## src/rtl/clkout_pkg.sv

```systemverilog
package clkout_pkg;

   localparam int REG_W = 8;
   localparam int DIV_W = 2;
   localparam int PSC_N = 2;
   localparam int PSC_W = 2;

   typedef struct packed {
      logic                        src;
      logic [PSC_N-1:0][PSC_W-1:0] psc;
      logic [DIV_W-1:0]            div;
      logic                        en;
   } ctrl_t;

endpackage

```

## src/rtl/clkout_unlock.sv

```systemverilog
module clkout_unlock #(
   parameter logic [7:0] KEY_OPEN    = 8'hAA,
   parameter logic [7:0] KEY_CONFIRM = 8'h55,
   parameter int         WIN_LEN     = 4,
   localparam int        WIN_W       = $clog2(WIN_LEN + 1)
) (
   input  logic       clk,
   input  logic       rst_n,
   input  logic       key_we,
   input  logic [7:0] key_data,
   input  logic       consume,
   output logic       win_open
);

   generate
      if (WIN_LEN < 1) begin : g_bad_len
         $error("clkout_unlock: WIN_LEN must be at least 1");
      end
      if (KEY_OPEN == KEY_CONFIRM) begin : g_bad_key
         $error("clkout_unlock: the two key bytes must differ");
      end
   endgenerate

   logic             armed_q;
   logic [WIN_W-1:0] win_q;

   always_ff @(posedge clk or negedge rst_n) begin
      if (!rst_n) begin
         armed_q <= 1'b0;
         win_q   <= '0;
      end else begin
         armed_q <= key_we && (key_data == KEY_OPEN);
         if (key_we) begin
            win_q <= (armed_q && (key_data == KEY_CONFIRM)) ? WIN_W'(WIN_LEN) : '0;
         end else if (consume) begin
            win_q <= '0;
         end else if (win_q != '0) begin
            win_q <= win_q - WIN_W'(1);
         end
      end
   end

   assign win_open = (win_q != '0);

endmodule

```

## src/rtl/clkout_ctrl_reg.sv

```systemverilog
module clkout_ctrl_reg
   import clkout_pkg::*;
#(
   parameter int                ADDR_W    = 8,
   parameter logic [ADDR_W-1:0] CTRL_ADDR = 'h40,
   parameter bit                READ_FLOP = 1'b0
) (
   input  logic              clk,
   input  logic              rst_n,
   input  logic [ADDR_W-1:0] reg_addr,
   input  logic [REG_W-1:0]  reg_wdata,
   input  logic              reg_we,
   input  logic              win_open,
   input  logic [PSC_N-1:0]  psc_init,
   output ctrl_t             ctrl_q,
   output logic              wr_accept,
   output logic [REG_W-1:0]  reg_rdata
);

   ctrl_t                     wr_view;
   logic                      hit;
   logic                      src_q;
   logic                      en_q;
   logic [DIV_W-1:0]          div_q;
   logic [PSC_N*PSC_W-1:0]    psc_flat;

   assign wr_view   = ctrl_t'(reg_wdata);
   assign hit       = (reg_addr == CTRL_ADDR);
   assign wr_accept = reg_we && hit && win_open;

   always_ff @(posedge clk or negedge rst_n) begin
      if (!rst_n) begin
         src_q <= 1'b0;
         div_q <= '0;
         en_q  <= 1'b0;
      end else if (wr_accept) begin
         src_q <= wr_view.src;
         div_q <= wr_view.div;
         en_q  <= wr_view.en;
      end
   end

   // each extension field has its own write condition
   generate
      for (genvar i = 0; i < PSC_N; i++) begin : g_psc
         logic [PSC_W-1:0] field_q;
         always_ff @(posedge clk or negedge rst_n) begin
            if (!rst_n) begin
               field_q <= '0;
            end else if (wr_accept && psc_init[i]) begin
               field_q <= wr_view.psc[i];
            end
         end
         assign psc_flat[i*PSC_W +: PSC_W] = field_q;
      end
   endgenerate

   always_comb begin
      ctrl_q     = '0;
      ctrl_q.src = src_q;
      ctrl_q.psc = psc_flat;
      ctrl_q.div = div_q;
      ctrl_q.en  = en_q;
   end

   generate
      if (READ_FLOP) begin : g_rd_flop
         always_ff @(posedge clk or negedge rst_n) begin
            if (!rst_n) begin
               reg_rdata <= '0;
            end else begin
               reg_rdata <= hit ? REG_W'(ctrl_q) : '0;
            end
         end
      end else begin : g_rd_comb
         assign reg_rdata = hit ? REG_W'(ctrl_q) : '0;
      end
   endgenerate

endmodule

```

## src/rtl/clkout_divider.sv

```systemverilog
module clkout_divider #(
   parameter int DIV_W = 2
) (
   input  logic             clk,
   input  logic             rst_n,
   input  logic             en,
   input  logic             cfg_src,
   input  logic [DIV_W-1:0] cfg_div,
   input  logic             baud_tick,
   output logic             clk_out,
   output logic             act_baud
);

   generate
      if (DIV_W < 1) begin : g_bad_w
         $error("clkout_divider: DIV_W must be at least 1");
      end
   endgenerate

   logic             run_q;
   logic             src_q;
   logic [DIV_W-1:0] div_q;
   logic [DIV_W-1:0] cnt_q;
   logic             out_q;
   logic             phase_end;
   logic             cfg_moved;

   // half period is div_q+1 cycles; in tick mode a phase ends on each tick
   assign phase_end = src_q ? baud_tick : (cnt_q == div_q);
   assign cfg_moved = (cfg_src != src_q) || (cfg_div != div_q);

   always_ff @(posedge clk or negedge rst_n) begin
      if (!rst_n) begin
         run_q <= 1'b0;
         src_q <= 1'b0;
         div_q <= '0;
         cnt_q <= '0;
         out_q <= 1'b0;
      end else if (!en) begin
         run_q <= 1'b0;
         cnt_q <= '0;
         out_q <= 1'b0;
      end else if (!run_q) begin
         run_q <= 1'b1;
         src_q <= cfg_src;
         div_q <= cfg_div;
         cnt_q <= '0;
      end else if (phase_end) begin
         cnt_q <= '0;
         if (!out_q && cfg_moved) begin
            src_q <= cfg_src;
            div_q <= cfg_div;
         end else begin
            out_q <= ~out_q;
         end
      end else if (!src_q) begin
         cnt_q <= cnt_q + DIV_W'(1);
      end
   end

   assign clk_out  = out_q;
   assign act_baud = run_q && src_q;

endmodule

```

## src/rtl/clkout_gen.sv

```systemverilog
module clkout_gen
   import clkout_pkg::*;
#(
   parameter int                ADDR_W      = 8,
   parameter logic [ADDR_W-1:0] CTRL_ADDR   = 'h40,
   parameter logic [7:0]        KEY_OPEN    = 8'hAA,
   parameter logic [7:0]        KEY_CONFIRM = 8'h55,
   parameter int                WIN_LEN     = 4,
   parameter bit                READ_FLOP   = 1'b0
) (
   input  logic              clk,
   input  logic              rst_n,
   input  logic [ADDR_W-1:0] reg_addr,
   input  logic [REG_W-1:0]  reg_wdata,
   input  logic              reg_we,
   output logic [REG_W-1:0]  reg_rdata,
   input  logic              baud_tick,
   input  logic [PSC_N-1:0]  psc_init,
   input  logic              key_we,
   input  logic [7:0]        key_data,
   output logic              clk_out
);

   generate
      if (ADDR_W < 1) begin : g_bad_addr
         $error("clkout_gen: ADDR_W must be at least 1");
      end
      if ($bits(ctrl_t) != REG_W) begin : g_bad_layout
         $error("clkout_gen: control layout must fill the register");
      end
   endgenerate

   ctrl_t ctrl_q;
   logic  wr_accept;
   logic  win_open;
   logic  act_baud;

   clkout_unlock #(
      .KEY_OPEN   (KEY_OPEN),
      .KEY_CONFIRM(KEY_CONFIRM),
      .WIN_LEN    (WIN_LEN)
   ) u_unlock (
      .clk     (clk),
      .rst_n   (rst_n),
      .key_we  (key_we),
      .key_data(key_data),
      .consume (wr_accept),
      .win_open(win_open)
   );

   clkout_ctrl_reg #(
      .ADDR_W   (ADDR_W),
      .CTRL_ADDR(CTRL_ADDR),
      .READ_FLOP(READ_FLOP)
   ) u_ctrl (
      .clk      (clk),
      .rst_n    (rst_n),
      .reg_addr (reg_addr),
      .reg_wdata(reg_wdata),
      .reg_we   (reg_we),
      .win_open (win_open),
      .psc_init (psc_init),
      .ctrl_q   (ctrl_q),
      .wr_accept(wr_accept),
      .reg_rdata(reg_rdata)
   );

   clkout_divider #(
      .DIV_W(DIV_W)
   ) u_div (
      .clk      (clk),
      .rst_n    (rst_n),
      .en       (ctrl_q.en),
      .cfg_src  (ctrl_q.src),
      .cfg_div  (ctrl_q.div),
      .baud_tick(baud_tick),
      .clk_out  (clk_out),
      .act_baud (act_baud)
   );

endmodule

```

## config.mk

```make
export PLATFORM = sky130hd
export DESIGN_NAME = clkout_gen
export DESIGN_NICKNAME = d
export VERILOG_FILES = /design/src/rtl/clkout_pkg.sv /design/src/rtl/clkout_unlock.sv /design/src/rtl/clkout_ctrl_reg.sv /design/src/rtl/clkout_divider.sv /design/src/rtl/clkout_gen.sv
export SDC_FILE = /design/constraint.sdc
export NUM_CORES = 1
export LEC_CHECK = 0
export ABC_AREA = 1
export BUFFER_PORTS_ARGS = -buffer_cell sky130_fd_sc_hd__buf_2
export CAP_MARGIN = 20
export CORE_MARGIN = 8
export CORE_UTILIZATION = 40
export DETAILED_ROUTE_END_ITERATION = 10
export PLACE_DENSITY_LB_ADDON = 0.08
export RECOVER_POWER = 100
export SLEW_MARGIN = 20
export SYNTH_ARGS = -nofsm -noshare
export SYNTH_HDL_FRONTEND = slang
export SYNTH_HIERARCHICAL = 1
export SYNTH_SLANG_ARGS = --single-unit
```

## constraint.sdc

```tcl
create_clock -name clk -period 2.1 [get_ports clk]
set_input_delay 0.315 -clock clk [delete_from_list [all_inputs] [get_ports clk]]
set_output_delay 0.315 -clock clk [all_outputs]
set_load 0.02 [all_outputs]
```

==> results of run 1 <==
## timing repair
| item | in CTS | in global routing |
|---|---|---|
| setup endpoints to repair | 0 | 0 |
| hold endpoints to repair | 19 | 0 |
| hold buffers | 1 | 0 |
| gates resized for setup | 0 | 0 |
## layout make-up
type | count | area, um^2
multi-input cells | 116 | 556
clock buffers | 4 | 26.3
flip-flops and latches | 19 | 475
inverters | 28 | 106
well taps | 33 | 41.3
repair buffers | 40 | 193
fillers | 334 | 1560
## routing by layer
metal	vias up	part of all wire (%)	track usage [%]
met5	-	0	0
met4	0	0.79	3.23
met3	2	4.1	2.97
met2	23	48	19.6
met1	495	47	14.1
li1	601	-	-
## worst max-delay path, cell delays in order
cell and delay [ns]:
buf_2 0.10, nor2_1 0.09, nand2_1 0.09, nor2_4 0.22
inv_1 0.17, nor2_1 0.13, clkbuf_1 0.25
## worst max-delay path by stage
stage	slack, ns	endpoint	depth (start not counted)
3_3_place_gp	0.51	reg_rdata[1]	7
6_report	0.43	reg_rdata[1]	7
5_1_grt	0.23	u_unlock/win_q[0]	10
2_1_floorplan	0.67	reg_rdata[0]	5
4_1_cts	0.47	u_unlock/win_q[2]	10
3_5_place_dp	0.48	reg_rdata[7]	7
## power by group through the flow
stage / registers (uW) / logic (uW) / clock network [uW]
finish: 434 / 226 / 181
global route: 442 / 268 / 208
CTS: 436 / 246 / 189
detailed placement: 443 / 243 / 0
global placement: 441 / 231 / 0
floorplan: 433 / 181 / 0
## registers in the layout, indices dropped and copies added, names as in the netlist
name                  count
u_ctrl/div_q              2
u_ctrl/g_psc.field_q      4
u_div/run_q               1
u_unlock/win_q            3
u_div/cnt_q               2
u_ctrl/en_q               1
u_div/src_q               1
u_div/clk_out             1
u_ctrl/src_q              1
u_unlock/armed_q          1
u_div/div_q               2
## stage by stage
stage,area [um^2],power [uW],setup slack [ns],hold WS [ns],std cells
2_1_floorplan,1200,615,0.670,0.0194,167
3_3_place_gp,1410,672,0.506,0.287,235
3_5_place_dp,1410,686,0.481,0.284,235
4_1_cts,1440,870,0.473,0.207,240
5_1_grt,1400,918,0.226,0.208,240
6_report,1400,840,0.429,0.209,240
==> results.py, run 1 <==
metrics = {
    "routing": {
        "vias_per_cell": 4.67,
        "wl_per_cell_um": 11.1,
        "drc": 0,
        "dr.pass1.iters": 4,
        "finalWirelength_mm": 2.66,
        "drtAntennaViolNets": 0,
        "vias": 1121,
        "drt-initial-drc-count": 35,
    },
    "worst_setup_path": {
        "start_kind": "primary input",
        "worstRegToRegCells": 10,
        "regToRegSetupSlack_ns": 0.48,
        "startpoint": "reg_addr[1]",
        "critPathRequiredTime_ns": 1.78,
        "arrival_ns": 1.36,
        "setup.worst_path.class": "in -> out",
        "end_kind": "output port",
        "worstPathMaxFanout": 8,
        "regToRegStartpoint": "u_unlock/win_q[0]",
        "timing.rr.end": "u_unlock/win_q[0]",
    },
    "clock_tree": {
        "clock_latency_ns": 0.29,
        "root_buffer": "clkbuf_4",
        "postCtsSetupBuffers": 0,
        "cts.sinks": 19,
        "htree_num_levels": 1,
        "clock_path_buffers": 2,
        "cts_tree": "built",
        "cts_buffers": 3,
        "clkTransAtPathRegs_ns": 0.11,
    },
    "grt": {
        "grt_pass1_vias": 1214,
        "antenna_found_initial": 0,
        "grt_use_total_pct": 11.6,
        "grt_overflow": 0,
        "grt_pass1_wl_mm": 4.93,
        "grt_max_degree": 20,
    },
    "job": {
        "drv_cap": 0,
    },
    "floorplan": {
        "die_h_um": 70.9,
        "core-area_um2": 2950,
        "pin_count": 40,
        "die_w_um": 70.9,
        "num_rows": 20,
        "initial_core_util_pct": 40.8,
        "die_area_um2": 5020,
    },
    "power": {
        "cellPowerDensity_nw_per_um2": 601,
        "power.leakage_uw": 0.000723,
        "ir_drop_mv": 0.268,
        "pwr-share-seq_pct": 51.6,
        "swShare_pct": 33.0,
        "pwr-share-comb_pct": 26.9,
        "clkPwrFrac_pct": 21.5,
        "p_sw_uw": 277,
        "internal_power_uw": 563,
    },
    "cells_and_area": {
        "n_antenna_cell": 0,
        "layout.nets": 241,
        "final_common_cell": "nand2_1",
        "syn2layout_area_growth_pct": 16.0,
        "layout_common_cells": "51 x nand2_1, 29 x buf_2, 24 x inv_1",
        "drive_gt1_share_pct": 22.2,
        "finish.utilization_pct": 47.3,
    },
    "timing": {
        "slew_viol_final": 0,
        "finalCritPeriodShare_pct": 79.6,
        "worstMarginPinSlew_ns": 1.02,
        "fin_skew_ns": 0.0141,
        "relSlewSlack_pct": 32.2,
        "period_minus_slack_ns": 1.67,
        "hold_viol": 0,
        "fin_setup_tns_ns": 0,
        "setup_viol": 0,
        "fmax_ghz": 0.598,
        "rsz0062_at_grt": "no",
    },
    "placed_design": {
        "dp_hpwl_mm": 2.24,
        "io_buffers": 39,
        "gp_congestion": 0.754,
    },
    "logic_synthesis": {
        "syn_area_per_cell_um2": 7.22,
        "syn_inst": 167,
        "syn_nets": 200,
        "yosys_warnings": 6,
        "synth_area_um2": 1200,
    },
    "hold_path": {
        "hp-class": "in -> reg",
        "hold_path_end": "u_ctrl/div_q[0]",
        "hp-start": "reg_wdata[1]",
        "worstHoldPathCells": 3,
    },
    "status": {
        "status": "finished, final reports clean",
    },
}
No activity file was read; power rests on OpenSTA's default activity.
==> inputs of run 2 (changes only) <==
==> constraint.sdc (replaced) <==
create_clock -name clk -period 1.58 [get_ports clk]
set_input_delay 0.237 -clock clk [delete_from_list [all_inputs] [get_ports clk]]
set_output_delay 0.237 -clock clk [all_outputs]
set_load 0.02 [all_outputs]
==> results.py, run 2 (synthesis gave the netlist of run 1 again) <==
metrics = {
    "placed_design": {
        "dp_hpwl_mm": 2.24,
        "dpl_worst_slack_ns": 0.0682,
        "gp_congestion": 0.748,
        "io_buffers": 39,
    },
    "routing": {
        "vias": 1148,
        "finalWirelength_mm": 2.78,
        "vias_per_cell": 4.72,
        "drc": 0,
        "drtAntennaViolNets": 0,
        "dr.pass1.iters": 4,
        "wl_per_cell_um": 11.4,
        "drt-initial-drc-count": 50,
    },
    "power": {
        "swShare_pct": 34.3,
        "pwr-share-seq_pct": 48.8,
        "clkPwrFrac_pct": 21.5,
        "power.leakage_uw": 0.000774,
        "pwr-share-comb_pct": 29.7,
        "internal_power_uw": 778,
        "p_sw_uw": 406,
        "cellPowerDensity_nw_per_um2": 818,
        "ir_drop_mv": 0.416,
        "power_uw": 1180,
    },
    "clock_tree": {
        "cts_tree": "built",
        "clock_path_buffers": 2,
        "clock_latency_ns": 0.30,
        "cts_buffers": 3,
        "cts.sinks": 19,
        "htree_num_levels": 1,
        "root_buffer": "clkbuf_4",
        "clkTransAtPathRegs_ns": 0.11,
    },
    "floorplan": {
        "core-area_um2": 2950,
        "num_rows": 20,
        "initial_core_util_pct": 40.8,
        "die_w_um": 70.9,
        "die_h_um": 70.9,
        "pin_count": 40,
        "die_area_um2": 5020,
    },
    "grt": {
        "antenna_found_initial": 0,
        "grt_max_degree": 20,
        "grt_overflow": 0,
        "grt_pass1_vias": 1219,
        "grt_use_total_pct": 11.6,
        "grt_pass1_wl_mm": 4.82,
    },
    "cells_and_area": {
        "layout.nets": 244,
        "final_common_cell": "nand2_1",
        "largest_reg_flops": 4,
        "finish.utilization_pct": 49.0,
        "largestRegisters": "u_ctrl/g_psc.field_q: 4 flops, u_unlock/win_q: 3 flops",
        "top_register": "u_ctrl/g_psc.field_q",
        "layout_common_cells": "52 x nand2_1, 31 x buf_2, 25 x inv_1",
        "syn2layout_area_growth_pct": 20.1,
        "fillers": 315,
        "drive_gt1_share_pct": 29.5,
        "n_antenna_cell": 0,
    },
    "worst_setup_path": {
        "path_cells": "inv_1 -> ha_1 -> nand2_2 -> nand2_1 -> inv_1 -> nand2_4 -> inv_4 -> nor3_2 -> nand2_1 -> o21ai_1",
        "crit_slowest_cell": "dfrtp_1",
        "end_kind": "flop",
        "arrival_ns": 1.70,
        "start_kind": "flop",
        "setup.worst_path.class": "reg -> reg",
        "worstPathMaxFanout": 6,
        "critPathRequiredTime_ns": 1.82,
        "critPathMaxStageDelay_ns": 0.40,
    },
    "timing": {
        "fmax_ghz": 0.683,
        "fin_setup_tns_ns": 0,
        "fin_skew_ns": 0.00202,
        "setup_viol": 0,
        "setup_slack_ns": 0.117,
        "period_minus_slack_ns": 1.46,
        "finalCritPeriodShare_pct": 92.6,
        "worstMarginPinSlew_ns": 0.436,
        "slew_viol_final": 0,
        "relSlewSlack_pct": 70.9,
        "rsz0062_at_grt": "no",
        "hold_viol": 0,
    },
    "hold_path": {
        "hp-class": "in -> reg",
    },
    "status": {
        "status": "finished, final reports clean",
    },
    "job": {
        "drv_cap": 0,
    },
}
run 2: changes by cell type in the layout (fill, tap and decap cells not counted), sizes merged:
| cell | delta |
|---|---|
| buf | +4 |
| inv | +1 |
| clkbuf | -2 |
run 2: what timing repair did:
| item | 4_1_cts | 5_1_grt |
|---|---|---|
| gates resized for setup | 0 | 4 |
| hold endpoints to repair | 19 | 0 |
| buffers inserted | 0 | 1 |
| hold buffers | 1 | 0 |
| endpoints found under the setup margin | 0 | 4 |
run 2: stage by stage:
step / hold WS (ns) / instance area, um^2 / std cells
after floorplan: -0.0586 / 1200 / 167
after CTS: 0.111 / 1460 / 242
after global routing: 0.133 / 1450 / 243
final: 0.122 / 1450 / 243
after detailed placement: 0.209 / 1420 / 237
after global placement: 0.203 / 1420 / 237
run 2: cell type report:
class	instances	area, um^2	area share, %
clock buffers	3	22.5	1.56
clock inverters	1	5.00	0.346
inverters	28	108	7.43
multi-input cells	116	572	39.5
flip-flops and latches	19	477	32.9
well taps	33	41.3	2.85
repair buffers	43	223	15.4
run 2: path summary, 6_finish.rpt:
kind	startpoint	end	slack, ns	cells after the start
setup / recovery	u_unlock/win_q[0]	u_unlock/win_q[0]	0.12	10
hold / removal	reg_wdata[0]	u_ctrl/en_q	0.12	3
setup reg to reg	u_unlock/win_q[0]	u_unlock/win_q[0]	0.12	10
hold reg to reg	u_ctrl/g_psc[1].field_q[1]	u_ctrl/g_psc[1].field_q[1]	0.48	2
max in group asynchronous	rst_n	u_ctrl/en_q	0.87	2
min in group asynchronous	rst_n	u_div/cnt_q[0]	0.39	2
run 2: metal layers:
metal / track usage [%] / wire length [um] / vias up
li1: - / - / 606
met1: 12.0 / 1220 / 507
met2: 21.4 / 1370 / 31
met3: 3.11 / 156 / 4
met4: 4.85 / 31 / 0
met5: 0 / 0 / -
run 2: critical path: cells and delay by family, from the launching register on:
kind	cells	cell delay, ns
compound gates	1	0.08
flops	1	0.40
simple gates	5	0.53
buf+inv	3	0.22
fa+ha+maj	1	0.17
run 2: power groups by stage:
| stage | registers (uW) | logic [uW] | clock network, uW |
|---|---|---|---|
| global placement | 587 | 322 | 0 |
| floorplan | 576 | 241 | 0 |
| CTS | 579 | 346 | 265 |
| detailed placement | 588 | 344 | 0 |
| finish | 578 | 352 | 254 |
| global route | 585 | 409 | 282 |
==> inputs of run 3 (changes only) <==
--- a/config.mk
+++ b/config.mk
@@ -5,7 +5,6 @@
 export SDC_FILE = /design/constraint.sdc
 export NUM_CORES = 1
 export LEC_CHECK = 0
-export ABC_AREA = 1
 export BUFFER_PORTS_ARGS = -buffer_cell sky130_fd_sc_hd__buf_2
 export CAP_MARGIN = 20
 export CORE_MARGIN = 8
==> results.py, run 3 <==
metrics = {
    "logic_synthesis": {
        "syn_inst": 91,
        "synth_area_um2": 1110,
        "syn_nets": 124,
        "syn_area_per_cell_um2": 12.2,
        "yosys_warnings": 6,
    },
    "worst_setup_path": {
        "start_kind": "flop",
        "crit_slowest_cell": "dfrtp_1",
        "regToRegSetupSlack_ns": 0.04,
        "startpoint": "u_div/div_q[0]",
        "setup.worst_path.class": "reg -> reg",
        "path_cells": "xor2_1 -> o31ai_2 -> a31oi_2 -> mux2_2",
        "critPathRequiredTime_ns": 1.77,
        "critPathMaxStageDelay_ns": 0.45,
        "regToRegStartpoint": "u_div/div_q[0]",
        "arrival_ns": 1.73,
        "end_kind": "flop",
        "worstPathMaxFanout": 4,
    },
    "cells_and_area": {
        "layout_common_cells": "38 x buf_2, 18 x dfrtp_1, 8 x and3_2",
        "finalNonFillerCells": 169,
        "drive_gt1_share_pct": 62.3,
        "final_common_cell": "buf_2",
        "syn2layout_area_growth_pct": 32.2,
        "top_register": "u_ctrl/g_psc.field_q",
        "layout.nets": 172,
        "largestRegisters": "u_ctrl/g_psc.field_q: 4 flops, u_unlock/win_q: 3 flops",
        "largest_reg_flops": 4,
        "n_antenna_cell": 0,
    },
    "power": {
        "p_sw_uw": 447,
        "swShare_pct": 31.6,
        "pwr-share-comb_pct": 41.5,
        "power.leakage_uw": 0.000770,
        "cellPowerDensity_nw_per_um2": 964,
        "pwr-share-seq_pct": 40.7,
        "ir_drop_mv": 0.566,
        "clkPwrFrac_pct": 17.8,
        "internal_power_uw": 967,
        "power_uw": 1410,
    },
    "timing": {
        "finalCritPeriodShare_pct": 97.5,
        "hold_viol": 0,
        "relSlewSlack_pct": 70.3,
        "slew_viol_final": 0,
        "holdWs_ns": 0.101,
        "fin_skew_ns": 0.00621,
        "period_minus_slack_ns": 1.54,
        "setup_slack_ns": 0.0391,
        "fmax_ghz": 0.649,
        "worstMarginPinSlew_ns": 0.446,
        "setup_viol": 0,
    },
    "grt": {
        "grt_pass1_wl_mm": 4.03,
        "grt_overflow": 0,
        "grt_use_total_pct": 11.3,
        "grt_pass1_vias": 937,
        "antenna_found_initial": 0,
        "grt_max_degree": 20,
    },
    "placed_design": {
        "placed_cells": 161,
        "io_buffers": 39,
        "gp_congestion": 0.767,
        "dp_hpwl_mm": 1.97,
        "dpl_worst_slack_ns": 0.0152,
    },
    "floorplan": {
        "die_area_um2": 4720,
        "die_w_um": 68.7,
        "initial_core_util_pct": 41.3,
        "num_rows": 19,
        "core-area_um2": 2690,
        "die_h_um": 68.7,
        "pin_count": 40,
    },
    "routing": {
        "finalWirelength_mm": 2.47,
        "drtAntennaViolNets": 0,
        "drt-initial-drc-count": 18,
        "vias_per_cell": 4.99,
        "vias": 844,
        "dr.pass1.iters": 4,
        "drc": 0,
        "wl_per_cell_um": 14.6,
    },
    "clock_tree": {
        "clock_path_buffers": 2,
        "clkTransAtPathRegs_ns": 0.12,
        "root_buffer": "clkbuf_4",
        "cts_buffers": 3,
        "htree_num_levels": 1,
        "cts_tree": "built",
        "clock_latency_ns": 0.30,
        "cts.sinks": 19,
    },
    "hold_path": {
        "hp-class": "in -> reg",
        "hp-start": "key_data[6]",
    },
    "job": {
        "drv_cap": 0,
    },
    "status": {
        "status": "finished, final reports clean",
    },
}
==> run 3: stage by stage <==
step                      utilization [%]  area [um^2]  TNS [ns]
after global placement               50.2         1350         0
after CTS                            52.6         1410         0
final                                54.6         1470         0
after global routing                 54.6         1470   -0.0222
after detailed placement             50.2         1350         0
after floorplan                         -         1120         0
==> run 3: layout make-up <==
type | count | area, um^2
well taps | 31 | 38.8
multi-input cells | 64 | 641
repair buffers | 48 | 273
clock buffers | 3 | 22.5
clock inverters | 1 | 5.00
fillers | 247 | 1220
inverters | 3 | 11.3
flip-flops and latches | 19 | 477
==> run 3: layer usage <==
metal  routed length (um)  GRT usage, %  vias to the layer above
met4                   38          4.60                        0
met5                    0             0                        -
met3                  143          3.39                        4
li1                     -             -                      424
met1                 1070          12.6                      394
met2                 1220          19.7                       22
==> run 3: path summary, 6_finish.rpt <==
kind,to,cells after the start
setup / recovery,u_div/src_q,4
hold / removal,u_unlock/armed_q,2
setup reg to reg,u_div/src_q,4
hold reg to reg,u_unlock/win_q[2],2
max in group asynchronous,u_div/src_q,2
min in group asynchronous,u_ctrl/g_psc[0].field_q[1],2
==> run 3: worst max-delay path, delay by kind of cell (launching register included) <==
family         cells  cell delay [ns]
AO/OA/AOI/OAI      2             0.53
XOR/XNOR           1             0.16
flip-flops         1             0.45
multiplexers       1             0.29
==> run 3: timing repair <==
action                                  in CTS  in global routing
pin swaps                                    1                  0
gates resized for setup                      0                  9
endpoints found under the setup margin       4                  7
hold buffers                                 1                  0
gates cloned                                 0                  0
setup buffers                                2                  1
hold endpoints to repair                    19                  0
==> run 3: power groups by stage <==
stage / registers (uW) / logic (uW) / clock network [uW]
finish: 576 / 586 / 252
global route: 585 / 646 / 283
CTS: 569 / 499 / 261
detailed placement: 582 / 429 / 0
global placement: 580 / 420 / 0
floorplan: 573 / 306 / 0
